<file path="config.mk">
export PLATFORM = sky130hd
export DESIGN_NAME = sweep_adc_seq
export DESIGN_NICKNAME = d
export VERILOG_FILES = /design/src/rtl/sweep_adc_pkg.sv /design/src/rtl/sweep_seq_ctrl.sv /design/src/rtl/sweep_res_fmt.sv /design/src/rtl/sweep_res_file.sv /design/src/rtl/sweep_adc_seq.sv
export SDC_FILE = /design/constraint.sdc
export NUM_CORES = 1
export LEC_CHECK = 0
export BUFFER_PORTS_ARGS = -buffer_cell sky130_fd_sc_hd__buf_2
export CAP_MARGIN = 10
export CORE_ASPECT_RATIO = 1.75
export CORE_UTILIZATION = 25
export DETAILED_ROUTE_END_ITERATION = 12
export GPL_ROUTABILITY_DRIVEN = 0
export PLACE_DENSITY = 0.42
export SETUP_SLACK_MARGIN = 0.05
export SLEW_MARGIN = 20
export SYNTH_ARGS = -nofsm -noshare
export SYNTH_HDL_FRONTEND = slang
export SYNTH_SLANG_ARGS = --single-unit
</file>
<file path="constraint.sdc">
create_clock -name clk_i -period 1.8 [get_ports clk_i]
set_input_delay 0.36 -clock clk_i [delete_from_list [all_inputs] [get_ports clk_i]]
set_output_delay 0.36 -clock clk_i [all_outputs]
set_load 0.005 [all_outputs]
</file>
<file path="src/rtl/sweep_adc_pkg.sv">
`timescale 1ns/1ps
package sweep_adc_pkg;

   typedef enum logic [1:0] {
      SEQ_IDLE   = 2'd0,
      SEQ_LAUNCH = 2'd1,
      SEQ_WAIT   = 2'd2
   } seq_state_e;

   // Highest channel of group g: groups grow two channels at a time,
   // clamped to the last physical channel.
   function automatic int unsigned group_last(input int unsigned grp,
                                              input int unsigned nch);
      int unsigned l;
      l = 2 * grp + 1;
      if (l > nch - 1) l = nch - 1;
      return l;
   endfunction

endpackage

</file>
<file path="src/rtl/sweep_seq_ctrl.sv">
`timescale 1ns/1ps
module sweep_seq_ctrl
   import sweep_adc_pkg::*;
#(
   parameter int unsigned NCH   = 8,
   parameter int unsigned CH_W  = 3,
   parameter int unsigned GRP_W = 2
) (
   input  logic             clk_i,
   input  logic             rst_ni,
   input  logic             run_i,
   input  logic [GRP_W-1:0] grp_i,
   input  logic             conv_done_i,
   output logic             launch_o,
   output logic             busy_o,
   output logic [CH_W-1:0]  chan_o,
   output logic             wr_en_o
);

   seq_state_e      state_q, state_d;
   logic [CH_W-1:0] chan_q, chan_d;
   logic [CH_W-1:0] last_ch;
   logic [CH_W-1:0] chan_inc;

   assign last_ch  = CH_W'(group_last(32'(grp_i), NCH));
   assign chan_inc = chan_q + CH_W'(1);

   always_comb begin
      state_d = state_q;
      chan_d  = chan_q;
      wr_en_o = 1'b0;
      unique case (state_q)
         SEQ_IDLE: begin
            if (run_i) begin
               state_d = SEQ_LAUNCH;
               chan_d  = '0;
            end
         end
         SEQ_LAUNCH: begin
            if (run_i) begin
               state_d = SEQ_WAIT;
            end else begin
               state_d = SEQ_IDLE;
               chan_d  = '0;
            end
         end
         SEQ_WAIT: begin
            if (!run_i) begin
               state_d = SEQ_IDLE;
               chan_d  = '0;
            end else if (conv_done_i) begin
               wr_en_o = 1'b1;
               state_d = SEQ_LAUNCH;
               chan_d  = (chan_q >= last_ch) ? '0 : chan_inc;
            end
         end
         default: begin
            state_d = SEQ_IDLE;
            chan_d  = '0;
         end
      endcase
   end

   always_ff @(posedge clk_i or negedge rst_ni) begin
      if (!rst_ni) begin
         state_q <= SEQ_IDLE;
         chan_q  <= '0;
      end else begin
         state_q <= state_d;
         chan_q  <= chan_d;
      end
   end

   assign launch_o = (state_q == SEQ_LAUNCH);
   assign busy_o   = (state_q != SEQ_IDLE);
   assign chan_o   = chan_q;

endmodule

</file>
<file path="src/rtl/sweep_res_fmt.sv">
`timescale 1ns/1ps
module sweep_res_fmt #(
   parameter int unsigned DATA_W = 10,
   parameter int unsigned LOW_W  = 2
) (
   input  logic              narrow_i,
   input  logic [DATA_W-1:0] raw_i,
   output logic [DATA_W-1:0] word_o
);

   assign word_o = narrow_i ? {raw_i[DATA_W-1:LOW_W], {LOW_W{1'b0}}} : raw_i;

endmodule

</file>
<file path="src/rtl/sweep_res_file.sv">
`timescale 1ns/1ps
module sweep_res_file #(
   parameter int unsigned NCH    = 8,
   parameter int unsigned DATA_W = 10,
   parameter int unsigned CH_W   = 3
) (
   input  logic              clk_i,
   input  logic              rst_ni,
   input  logic              wr_en_i,
   input  logic [CH_W-1:0]   wr_idx_i,
   input  logic [DATA_W-1:0] wr_data_i,
   input  logic [CH_W-1:0]   rd_idx_i,
   output logic [DATA_W-1:0] rd_data_o
);

   logic [DATA_W-1:0] slots [NCH];

   for (genvar g = 0; g < NCH; g++) begin : g_slot
      logic [DATA_W-1:0] q;
      always_ff @(posedge clk_i or negedge rst_ni) begin
         if (!rst_ni)
            q <= '0;
         else if (wr_en_i && (wr_idx_i == CH_W'(g)))
            q <= wr_data_i;
      end
      assign slots[g] = q;
   end

   always_comb begin
      rd_data_o = '0;
      for (int i = 0; i < NCH; i++) begin
         if (rd_idx_i == CH_W'(i)) rd_data_o = slots[i];
      end
   end

endmodule

</file>
<file path="src/rtl/sweep_adc_seq.sv">
`timescale 1ns/1ps
module sweep_adc_seq #(
   parameter  int unsigned NCH    = 8,
   parameter  int unsigned DATA_W = 10,
   parameter  int unsigned LOW_W  = 2,
   localparam int unsigned CH_W   = $clog2(NCH),
   localparam int unsigned GRP_W  = (NCH > 2) ? $clog2(NCH / 2) : 1
) (
   input  logic              clk_i,
   input  logic              rst_ni,
   input  logic              run_i,
   input  logic [GRP_W-1:0]  grp_sel_i,
   input  logic              res8_i,
   output logic              conv_start_o,
   input  logic              conv_done_i,
   input  logic [DATA_W-1:0] conv_data_i,
   output logic [CH_W-1:0]   chan_o,
   output logic              busy_o,
   input  logic [CH_W-1:0]   rd_addr_i,
   output logic [DATA_W-1:0] rd_data_o
);

   if (NCH < 2 || (NCH % 2) != 0) begin : g_bad_nch
      $error("sweep_adc_seq: NCH must be even and at least 2");
   end
   if (LOW_W < 1 || LOW_W >= DATA_W) begin : g_bad_low
      $error("sweep_adc_seq: LOW_W must lie in 1..DATA_W-1");
   end

   logic              wr_en;
   logic [DATA_W-1:0] word;

   sweep_seq_ctrl #(
      .NCH   (NCH),
      .CH_W  (CH_W),
      .GRP_W (GRP_W)
   ) ctrl_i (
      .clk_i       (clk_i),
      .rst_ni      (rst_ni),
      .run_i       (run_i),
      .grp_i       (grp_sel_i),
      .conv_done_i (conv_done_i),
      .launch_o    (conv_start_o),
      .busy_o      (busy_o),
      .chan_o      (chan_o),
      .wr_en_o     (wr_en)
   );

   sweep_res_fmt #(
      .DATA_W (DATA_W),
      .LOW_W  (LOW_W)
   ) fmt_i (
      .narrow_i (res8_i),
      .raw_i    (conv_data_i),
      .word_o   (word)
   );

   sweep_res_file #(
      .NCH    (NCH),
      .DATA_W (DATA_W),
      .CH_W   (CH_W)
   ) file_i (
      .clk_i     (clk_i),
      .rst_ni    (rst_ni),
      .wr_en_i   (wr_en),
      .wr_idx_i  (chan_o),
      .wr_data_i (word),
      .rd_idx_i  (rd_addr_i),
      .rd_data_o (rd_data_o)
   );

endmodule

</file>
==> results of run 1 <==
[sequential cells by signal, indices dropped and copies added, names as in the netlist]
| signal | count |
|---|---|
| file_i.g_slot.q | 80 |
| ctrl_i.chan_o | 3 |
| ctrl_i.state_q | 2 |
[cell type report]
cell class / count / area [um2] / area share (%)
sequential: 85 / 2130 / 37.4
clock inverter: 3 / 40.0 / 0.703
inverter: 11 / 41.3 / 0.725
multi-input combinational: 214 / 2340 / 41.1
clock buffer: 10 / 229 / 4.02
tap: 227 / 284 / 4.99
timing repair buffer: 72 / 628 / 11.0
[repair_timing]
item | in CTS | in global routing
resized for setup | 40 | 46
endpoints found under the hold margin | 0 | 0
setup endpoints to repair | 10 | 54
cloned | 0 | 2
pin swaps | 18 | 17
setup buffers | 4 | 5
[kinds of logic (layout without fill, tap and decap cells)]
family                   count (synthesis)  count (layout)  share of synthesized area [%]
buffers and inverters                   27              96                           3.54
AO/OA/AOI/OAI                           54              54                           9.57
multiplexers                           103             103                           28.5
AND/OR/NAND/NOR                         48              49                           7.54
flip-flops                              85              85                           48.6
adder cells (fa/ha/maj)                  8               8                           2.29
[cell usage in the layout (no fill, tap or decap), types with 2 or more instances in the layout]
| cell | count |
|---|---|
| sky130_fd_sc_hd__nor3_4 | 2 |
| sky130_fd_sc_hd__buf_6 | 6 |
| sky130_fd_sc_hd__mux4_2 | 9 |
| sky130_fd_sc_hd__a32o_2 | 8 |
| sky130_fd_sc_hd__nor2b_1 | 3 |
| sky130_fd_sc_hd__dfrtp_1 | 82 |
| sky130_fd_sc_hd__a2111oi_2 | 5 |
| sky130_fd_sc_hd__a21oi_2 | 13 |
| sky130_fd_sc_hd__nor2_2 | 2 |
| sky130_fd_sc_hd__o21ai_2 | 4 |
| sky130_fd_sc_hd__a2111oi_4 | 4 |
| sky130_fd_sc_hd__a21oi_1 | 8 |
| sky130_fd_sc_hd__nor2b_4 | 2 |
| sky130_fd_sc_hd__dfrtp_2 | 3 |
| sky130_fd_sc_hd__inv_2 | 3 |
| sky130_fd_sc_hd__clkinv_2 | 2 |
| sky130_fd_sc_hd__nor2_1 | 15 |
| sky130_fd_sc_hd__mux2_2 | 82 |
| sky130_fd_sc_hd__inv_1 | 8 |
| sky130_fd_sc_hd__nand3_4 | 3 |
| sky130_fd_sc_hd__buf_2 | 32 |
| sky130_fd_sc_hd__buf_4 | 22 |
| sky130_fd_sc_hd__buf_12 | 9 |
| sky130_fd_sc_hd__nand2b_1 | 9 |
| sky130_fd_sc_hd__mux2i_1 | 10 |
| sky130_fd_sc_hd__o21ai_1 | 5 |
| sky130_fd_sc_hd__ha_1 | 6 |
| sky130_fd_sc_hd__buf_8 | 2 |
| sky130_fd_sc_hd__clkbuf_16 | 10 |
| sky130_fd_sc_hd__ha_4 | 2 |
[path summary, 6_finish.rpt]
check	cells past startpoint	end	slack, ns	from
min in group clk_i	2	file_i.g_slot[1].q[8]$_DFFE_PN0P_	0.34	conv_data_i[8]
hold / removal	1	file_i.g_slot[0].q[2]$_DFFE_PN0P_	0.0003	rst_ni
setup reg to reg	4	file_i.g_slot[2].q[8]$_DFFE_PN0P_	0.12	ctrl_i.chan_o[2]$_DFFE_PN0P_
setup / recovery	4	rd_data_o[4]	-0.13	file_i.g_slot[3].q[4]$_DFFE_PN0P_
hold reg to reg	1	ctrl_i.state_q[0]$_DFFE_PN0P_	0.49	ctrl_i.state_q[0]$_DFFE_PN0P_
max in group asynchronous	2	file_i.g_slot[4].q[3]$_DFFE_PN0P_	1.23	rst_ni
[worst max-delay path, delay by kind of cell (launching register included)]
kind	cells	cell delay, ns
compound gates	3	0.70
buf+inv	1	0.13
flops	1	0.38
[stage by stage]
stage | util, % | std cells
2_1_floorplan | - | 325
3_3_place_gp | 29.5 | 599
3_5_place_dp | 29.5 | 599
4_1_cts | 31.7 | 616
5_1_grt | 33.5 | 622
6_report | 33.5 | 622
[power by group through the flow]
| stage | logic, mW | registers [mW] | clock network (mW) |
|---|---|---|---|
| 4_1_cts | 0.514 | 2.05 | 1.86 |
| 3_5_place_dp | 0.478 | 2.08 | 0 |
| 5_1_grt | 0.612 | 2.06 | 1.91 |
| 2_1_floorplan | 0.279 | 2.07 | 0 |
| 3_3_place_gp | 0.471 | 2.08 | 0 |
| 6_report | 0.553 | 2.05 | 1.79 |
[layer usage]
layer	vias up	part of all wire, %
met1	1482	42
li1	1337	-
met2	40	53
met5	-	0
met3	19	2.2
met4	0	2.7
==> results.txt, run 1 <==
----------------------------------------------------
[Status]
  Outcome ... finished with violations
  Failing checks ... negative setup slack

[Floorplan]
  Die boundary height ... 177 um
  Row count ... 63
  Starting density of the core ... 25.7%
  Total die area ... 18100 um2
  Core Footprint ... 17000 um2
  Io pins ... 35
  Horizontal die dimension ... 102 um

[Global route]
  Met2 demand-to-capacity share in global routing ... 23.8%
  Highest-utilization routing layer at the global route stage ... met2
  Met1 usage ... 16.6%
  Congestion Overflow GR ... 0
  First-pass GRT wire length ... 18300 um
  Pin count of the biggest net entering global routing ... 40
  Global-route usage over all layers ... 14.0%
  Via count of the first global-routing pass ... 3202
  Number of antenna violations at the first check in global routing ... 0
  Global-route met3 utilization ... 2.33%

[Placed design]
  Post-place instance area ... 5010 um2
  Detail Placement HPWL ... 7720 um
  Port Buffer Count ... 34
  Pre-CTS setup slack ... -0.274 ns

[Pwr]
  Static leakage power ... 2.63 nW
  Cell Pwr Density ... 771 nW/um2
  Proportion of power drawn by flip-flops and latches ... 46.6%
  Switching part of the total ... 24.4%
  Comb pwr share ... 12.6%
  Clock power share ... 40.8%
  Pwr Total ... 4.39 mW
  Worst vdd ir ... 0.404 mV
  Internal portion of total power ... 3.32 mW
  Switching power ... 1.07 mW

[Clock tree]
  Clock tree buffer depth ... 2
  Clock latency on the worst-skew pair ... 0.35 ns
  Number of hold buffers added after CTS ... 0
  Deepest level of the CTS H-tree ... 3
  Clock buffer count from CTS ... 9
  Sink Count ... 85
  Clock root buffer ... sky130_fd_sc_hd__clkbuf_16
  Clock tree from TritonCTS ... yes
  Clock slew seen by the registers of the worst setup and hold paths ... 0.06 ns

[Yosys]
  Most frequent cell after synthesis ... sky130_fd_sc_hd__dfrtp_1
  Number of distinct library cells after synthesis ... 38
  Number of flops mapped to enable cells by yosys ... 0
  Number of flip-flops and latches in the synthesized netlist ... 85
  Leading area contributor after synthesis ... sky130_fd_sc_hd__dfrtp_1
  Share of the yosys chip area belonging to registers ... 48.6%
  Proportion of netlist area held by the largest area contributor ... 48.6%
  Synthesis Warnings ... 0
  Post-synthesis area per instance ... 13.5 um2
  Largest cells by area after synthesis ... sky130_fd_sc_hd__dfrtp_1, sky130_fd_sc_hd__mux2_2, sky130_fd_sc_hd__mux4_2
  Async SR Flop Fraction ... 100%
  Primary FF master, synth ... sky130_fd_sc_hd__dfrtp_1
  Number of instances in the synthesized netlist ... 325
  Cell area after technology mapping ... 4380 um2
  Post-Synthesis Net Count ... 353
  List of most frequent post-synthesis cells ... sky130_fd_sc_hd__dfrtp_1, sky130_fd_sc_hd__mux2_2, sky130_fd_sc_hd__a21oi_1

[Layout]
  Filler cell count ... 1729
  Fraction of layout cells with a size suffix above 1 ... 60.3%
  Antenna Cells ... 0
  Relative area change from synthesis to final layout ... 30.1%
  Final Cell Area ... 5700 um2
  Net count, final ... 421

[Setup path]
  CP endpoint kind ... output port
  Worst setup path class ... reg -> out
  Critical path, cell by cell ... a32o_2, a2111oi_4, a21oi_2, buf_2
  Data required time at the worst endpoint ... 1.44 ns
  Biggest fanout along the worst timing path ... 2
  Critical path launch point type ... register
  WP data arrival ... 1.57 ns
  Delay contributed by the slowest stage of the critical path ... 0.38 ns
  Library cell contributing the largest single delay on the critical path ... sky130_fd_sc_hd__dfrtp_1

[Detailed routing]
  Post-detailed-route count of antenna-violating nets ... 0
  Wirelength, routed ... 11700 um
  Count of vias placed by the detailed router ... 2878
  Drt wl/cell ... 18.8 um
  DRC violations left ... 0
  Vias per Instance ... 4.63
  Drt pass-1 iters ... 4
  Number of DRC markers in iteration 0 ... 71

[Hold path]
  Type of the tightest min-delay check ... in -> async

[Timing]
  Number of failing setup endpoints in the final timing report ... 10
  Worst clock skew on the final layout ... 0.00822 ns
  Final hold violation count ... 0
  Setup repair after global routing missed its margin ... yes
  Fin crit period ... 1.93 ns
  Final hold slack ... 0.000265 ns
  Sum Neg Setup Slack ... -0.784 ns
  Number of pins exceeding their max-slew limit in the final report ... 0
  Post-layout worst setup margin ... -0.127 ns
  Worst max-slew margin expressed relative to the limit ... 63.4%
  Highest clock frequency the design can meet ... 0.519 GHz
  Transition time at the pin with the least slew margin ... 0.549 ns
  Final Cycle Share ... 107%

[Run]
  Max-cap violations ... 0

----------------------------------------------------
No activity file was read; power rests on OpenSTA's default activity.
==> run 2: changes to the inputs <==
SETUP_SLACK_MARGIN = unset   (was 0.05)
clock period = 2.21 ns   (was 1.8 ns; I/O delays follow)
==> run 2 against run 1 <==
  * Die area is the same
  * Cell count shrank 2.4%
  * Highest routed layer unchanged
  * The run now ends clean
  * Critical path type is now in -> out
  * Clock skew is 0.0019 ns lower
  * Critical path depth up 4
  * Clock-buffer cell count up 1
  * Design area is 8.8% lower
  * Core utilization down 2.9 points
==> results.txt, run 2 (same netlist as run 1, synthesis figures left out) <==
----------------------------------------------------
[Status]
  Outcome ... finished, final reports clean

[Placed design]
  Post-place instance area ... 4910 um2
  Port Buffer Count ... 34
  Detail Placement HPWL ... 7590 um
  Placed cells ... 592

[Global route]
  Highest-utilization routing layer at the global route stage ... met2
  Met1 usage ... 15.7%
  Congestion Overflow GR ... 0
  Via count of the first global-routing pass ... 2987
  Global-route met3 utilization ... 2.13%
  Global-route usage over all layers ... 13.3%
  Met2 demand-to-capacity share in global routing ... 23.6%
  Number of antenna violations at the first check in global routing ... 0
  Pin count of the biggest net entering global routing ... 38
  First-pass GRT wire length ... 17300 um

[Layout]
  Net count, final ... 404
  Antenna Cells ... 0
  Fraction of layout cells with a size suffix above 1 ... 48.9%
  Final Cell Area ... 5190 um2
  Number of flip-flops in the largest register ... 80
  Filler cell count ... 1803
  Commonest non-fill, non-tap cells in the layout ... sky130_fd_sc_hd__dfrtp_1, sky130_fd_sc_hd__mux2_2, sky130_fd_sc_hd__buf_2
  Number of standard cells in the layout, taps in and fillers out ... 607
  Most common cell after layout, fill and taps aside ... sky130_fd_sc_hd__dfrtp_1
  Final core area utilization ... 30.5%
  Largest register by flop count ... file_i.g_slot.q
  Relative area change from synthesis to final layout ... 18.6%

[Setup path]
  Library cell contributing the largest single delay on the critical path ... sky130_fd_sc_hd__a31oi_1
  Worst path most repeated cell ... sky130_fd_sc_hd__buf_2
  Data required time at the worst endpoint ... 1.77 ns
  WP data arrival ... 1.71 ns
  Critical path launch point type ... input pin
  Biggest fanout along the worst timing path ... 17
  CP endpoint kind ... output port
  Critical path, cell by cell ... buf_2, buf_12, nor2b_2, buf_6, o2bb2ai_1, a311oi_1, a31oi_1, buf_2
  Worst setup path class ... in -> out
  Delay contributed by the slowest stage of the critical path ... 0.23 ns

[Detailed routing]
  Drt pass-1 iters ... 4
  Count of vias placed by the detailed router ... 2817
  Drt wl/cell ... 18.0 um
  Wirelength, routed ... 10900 um
  Vias per Instance ... 4.64
  DRC violations left ... 0
  Number of DRC markers in iteration 0 ... 155
  Post-detailed-route count of antenna-violating nets ... 0

[Clock tree]
  Clock tree buffer depth ... 2
  Clock latency on the worst-skew pair ... 0.34 ns
  Clock slew seen by the registers of the worst setup and hold paths ... 0.06 ns
  Clock root buffer ... sky130_fd_sc_hd__clkbuf_16
  Sink Count ... 85
  Clock buffer count from CTS ... 9
  Post-CTS Repair Setup Buffers ... 0
  Deepest level of the CTS H-tree ... 3
  Clock tree from TritonCTS ... yes

[Pwr]
  Static leakage power ... 2.44 nW
  Worst vdd ir ... 0.343 mV
  Cell Pwr Density ... 658 nW/um2

[Hold path]
  Type of the tightest min-delay check ... in -> async

[Timing]
  Fin crit period ... 2.15 ns
  Number of pins exceeding their max-slew limit in the final report ... 0
  Highest clock frequency the design can meet ... 0.465 GHz
  Final hold violation count ... 0
  Number of failing setup endpoints in the final timing report ... 0
  Final Cycle Share ... 97.3%
  Worst clock skew on the final layout ... 0.00632 ns
  Transition time at the pin with the least slew margin ... 0.562 ns
  Setup repair after global routing missed its margin ... yes
  Worst max-slew margin expressed relative to the limit ... 62.4%

[Floorplan]
  Row count ... 63
  Die boundary height ... 177 um
  Total die area ... 18100 um2
  Core Footprint ... 17000 um2
  Horizontal die dimension ... 102 um
  Io pins ... 35
  Starting density of the core ... 25.7%

[Run]
  Max-cap violations ... 0

----------------------------------------------------
run 2: metrics by stage:
| stage | total power [mW] | setup TNS, ns | hold WS, ns | worst slack [ns] |
|---|---|---|---|---|
| finish | 3.42 | 0 | 0.0334 | 0.0589 |
| detailed placement | 2.08 | -0.197 | 0.407 | -0.0861 |
| floorplan | 1.91 | 0 | 0.146 | 0.321 |
| global placement | 2.07 | -0.130 | 0.410 | -0.0753 |
| global route | 3.58 | -0.0252 | 0.0521 | -0.0151 |
| CTS | 3.49 | 0 | 0.0436 | 0.0220 |
run 2: where the power goes:
part,switching (mW),internal [mW],leakage (nW)
Combinational,0.202,0.173,1.14
Clock,0.593,0.782,0.127
Sequential,0.0397,1.63,1.17
run 2: per-layer routing:
layer / up-vias / routed length (um)
met5: - / 0
met4: 0 / 144
met3: 7 / 205
met2: 33 / 6000
met1: 1475 / 4580
li1: 1302 / -
run 2: worst paths after layout:
path	cells after the start	slack, ns	end	from
max in group asynchronous	2	1.64	file_i.g_slot[6].q[8]$_DFFE_PN0P_	rst_ni
min in group clk_i	3	0.42	ctrl_i.state_q[0]$_DFFE_PN0P_	run_i
hold / removal	1	0.03	file_i.g_slot[5].q[6]$_DFFE_PN0P_	rst_ni
setup reg to reg	4	0.39	file_i.g_slot[1].q[0]$_DFFE_PN0P_	ctrl_i.state_q[1]$_DFFE_PN0P_
setup / recovery	8	0.06	rd_data_o[8]	rd_addr_i[0]
hold reg to reg	1	0.48	file_i.g_slot[1].q[8]$_DFFE_PN0P_	file_i.g_slot[1].q[8]$_DFFE_PN0P_
run 2: worst max-delay path, delay by kind of cell:
kind            cells  cell delay [ns]
buf+inv             4             0.63
compound gates      3             0.45
simple gates        1             0.19
run 2: cell type report:
cell class	count	area [um2]	share of cell area (%)
multi-input combinational	213	2100	40.5
tap	227	284	5.47
sequential	85	2130	40.9
clock inverter	4	25.0	0.482
clock buffer	11	243	4.67
inverter	11	41.3	0.795
timing repair buffer	56	370	7.13
run 2: what timing repair did:
| action | CTS | global route |
|---|---|---|
| endpoints found under the setup margin | 9 | 5 |
| gates resized for setup | 3 | 4 |
| pin swaps | 0 | 1 |
| hold buffers | 0 | 0 |
==> run 3: changes to the inputs <==
CELL_PAD_IN_SITES_DETAIL_PLACEMENT = 0   (was unset)
CELL_PAD_IN_SITES_GLOBAL_PLACEMENT = 2   (was unset)
PLACE_DENSITY = 0.54   (was 0.42)
==> run 3 against run 2 <==
  * Via count increased by 1.1%
  * Core utilization increased by 0.48 points
  * Clock power increased by 12%
  * Clock skew increased by 0.0033 ns
  * Critical path depth decreased by 1
  * Global-route usage increased by 0.56 points
  * Sequential power about the same
  * Design area increased by 1.6%
  * Critical path type unchanged
  * Critical endpoint is now rd_data_o[3]
  * Largest cell class is now multi-input combinational cells
==> results.txt, run 3 (same netlist as run 1, synthesis figures left out) <==
----------------------------------------------------
[Layout]
  Final Cell Area ... 5280 um2
  Relative area change from synthesis to final layout ... 20.5%
  Largest register by flop count ... file_i.g_slot.q
  Antenna Cells ... 0
  Number of standard cells in the layout, taps in and fillers out ... 611
  Net count, final ... 407
  Final core area utilization ... 31.0%
  Filler cell count ... 1748
  Number of flip-flops in the largest register ... 80
  Commonest non-fill, non-tap cells in the layout ... sky130_fd_sc_hd__dfrtp_1, sky130_fd_sc_hd__mux2_2, sky130_fd_sc_hd__buf_2
  Most common cell after layout, fill and taps aside ... sky130_fd_sc_hd__dfrtp_1
  Fraction of layout cells with a size suffix above 1 ... 50.3%

[Detailed routing]
  DRC violations left ... 0
  Count of vias placed by the detailed router ... 2848
  Post-detailed-route count of antenna-violating nets ... 0
  Wirelength, routed ... 11300 um
  Number of DRC markers in iteration 0 ... 76
  Drt pass-1 iters ... 4
  Drt wl/cell ... 18.5 um
  Vias per Instance ... 4.66

[Clock tree]
  Deepest level of the CTS H-tree ... 3
  Sink Count ... 85
  Clock root buffer ... sky130_fd_sc_hd__clkbuf_16
  Clock tree buffer depth ... 2
  Clock buffer count from CTS ... 9
  Clock latency on the worst-skew pair ... 0.34 ns
  Post-CTS Repair Setup Buffers ... 0
  Clock slew seen by the registers of the worst setup and hold paths ... 0.07 ns
  Clock tree from TritonCTS ... yes

[Setup path]
  Logic depth of the worst register-to-register path ... 4
  Biggest fanout along the worst timing path ... 5
  Worst setup path class ... in -> out
  WP data arrival ... 1.71 ns
  Worst path most repeated cell ... sky130_fd_sc_hd__buf_2
  Critical path, cell by cell ... buf_2, nor2b_4, buf_4, a32o_1, a2111oi_2, a21oi_1, buf_2
  Delay contributed by the slowest stage of the critical path ... 0.33 ns
  Critical path launch point type ... input pin
  R2R Path End ... file_i.g_slot[1].q[4]$_DFFE_PN0P_
  Family of cells with the greatest summed delay on the critical path ... compound AO/OA/AOI/OAI gates
  CP endpoint kind ... output port
  Reg-to-Reg Start ... ctrl_i.state_q[1]$_DFFE_PN0P_
  Buffers and inverters on the worst path ... 3
  Worst R2R Setup Slack ... 0.36 ns
  Data required time at the worst endpoint ... 1.77 ns
  Library cell contributing the largest single delay on the critical path ... sky130_fd_sc_hd__a2111oi_2

[Global route]
  Number of antenna violations at the first check in global routing ... 0
  Pin count of the biggest net entering global routing ... 38
  Congestion Overflow GR ... 0
  First-pass GRT wire length ... 18200 um
  Via count of the first global-routing pass ... 3222
  Global-route usage over all layers ... 13.8%

[Pwr]
  Static leakage power ... 2.47 nW
  Worst vdd ir ... 0.365 mV
  Pwr Total ... 3.59 mW
  Cell Pwr Density ... 681 nW/um2

[Placed design]
  Post-place instance area ... 4930 um2
  Port Buffer Count ... 34
  Placed cells ... 595
  Detail Placement HPWL ... 7880 um
  Pre-CTS setup slack ... -0.0299 ns

[Timing]
  Number of failing setup endpoints in the final timing report ... 0
  Fin crit period ... 2.15 ns
  Number of pins exceeding their max-slew limit in the final report ... 0
  Worst clock skew on the final layout ... 0.00964 ns
  Final hold violation count ... 0
  Sum Neg Setup Slack ... 0 ns
  Setup repair after global routing missed its margin ... yes
  Final Cycle Share ... 97.2%
  Post-layout worst setup margin ... 0.0620 ns
  Final hold slack ... 0.0709 ns
  Transition time at the pin with the least slew margin ... 0.558 ns
  Highest clock frequency the design can meet ... 0.466 GHz
  Worst max-slew margin expressed relative to the limit ... 62.7%

[Floorplan]
  Io pins ... 35
  Horizontal die dimension ... 102 um
  Core Footprint ... 17000 um2
  Starting density of the core ... 25.7%
  Die boundary height ... 177 um
  Total die area ... 18100 um2
  Row count ... 63

[Hold path]
  Type of the tightest min-delay check ... in -> async

[Run]
  Max-cap violations ... 0

[Status]
  Outcome ... finished, final reports clean

----------------------------------------------------
## run 3: cell count changes in the layout (fill, tap and decap cells not counted), moves of 2 or more
cell                        previous run  this run
sky130_fd_sc_hd__a2111oi_2             9         7
sky130_fd_sc_hd__buf_4                19        24
sky130_fd_sc_hd__a21oi_2               0         3
sky130_fd_sc_hd__a2111oi_4             0         2
sky130_fd_sc_hd__buf_6                 2         0
sky130_fd_sc_hd__clkinv_2              2         0
sky130_fd_sc_hd__a21oi_1              21        18
sky130_fd_sc_hd__inv_6                 0         2
## run 3: worst register-to-register path, delay by kind of cell, from the launching register on
kind,cells,cell delay (ns)
AND/OR/NAND/NOR,3,0.88
multiplexers,1,0.38
flip-flops,1,0.47
## run 3: worst max-delay path by stage
stage,from,to,slack (ns),cells after the start
2_1_floorplan,rd_addr_i[0],rd_data_o[0],0.32,6
3_3_place_gp,rd_addr_i[2],rd_data_o[4],-0.03,6
3_5_place_dp,rd_addr_i[2],rd_data_o[4],-0.03,6
4_1_cts,rd_addr_i[0],rd_data_o[6],0.03,6
5_1_grt,rd_addr_i[0],rd_data_o[7],-0.02,7
6_report,rd_addr_i[0],rd_data_o[3],0.06,7
## run 3: final cells by class
cell class / instances / area, um2 / area share [%]
sequential: 85 / 2130 / 40.3
timing repair buffer: 59 / 385 / 7.30
inverter: 11 / 41.3 / 0.782
clock inverter: 6 / 71.3 / 1.35
tap: 227 / 284 / 5.38
multi-input combinational: 213 / 2140 / 40.5
clock buffer: 10 / 229 / 4.34
## run 3: power breakdown
group | internal, mW | total [mW] | leakage [nW] | switching (mW)
Clock | 0.886 | 1.54 | 0.140 | 0.651
Sequential | 1.63 | 1.67 | 1.17 | 0.0391
Combinational | 0.178 | 0.387 | 1.16 | 0.209
Total | 2.69 | 3.59 | 2.47 | 0.899
## run 3: metal layers
layer | vias to the layer above | track usage, % | wire length [um]
li1 | 1312 | - | -
met1 | 1487 | 16.1 | 4560
met2 | 38 | 24.9 | 6230
met3 | 11 | 2.41 | 290
met4 | 0 | 4.76 | 208
met5 | - | 0 | 0
## run 3: timing repair
item,CTS,global route
endpoints found under the hold margin,0,0
resized for setup,1,9
gates cloned,0,0
hold buffers,0,0
pin swaps,0,1
setup endpoints to repair,8,8
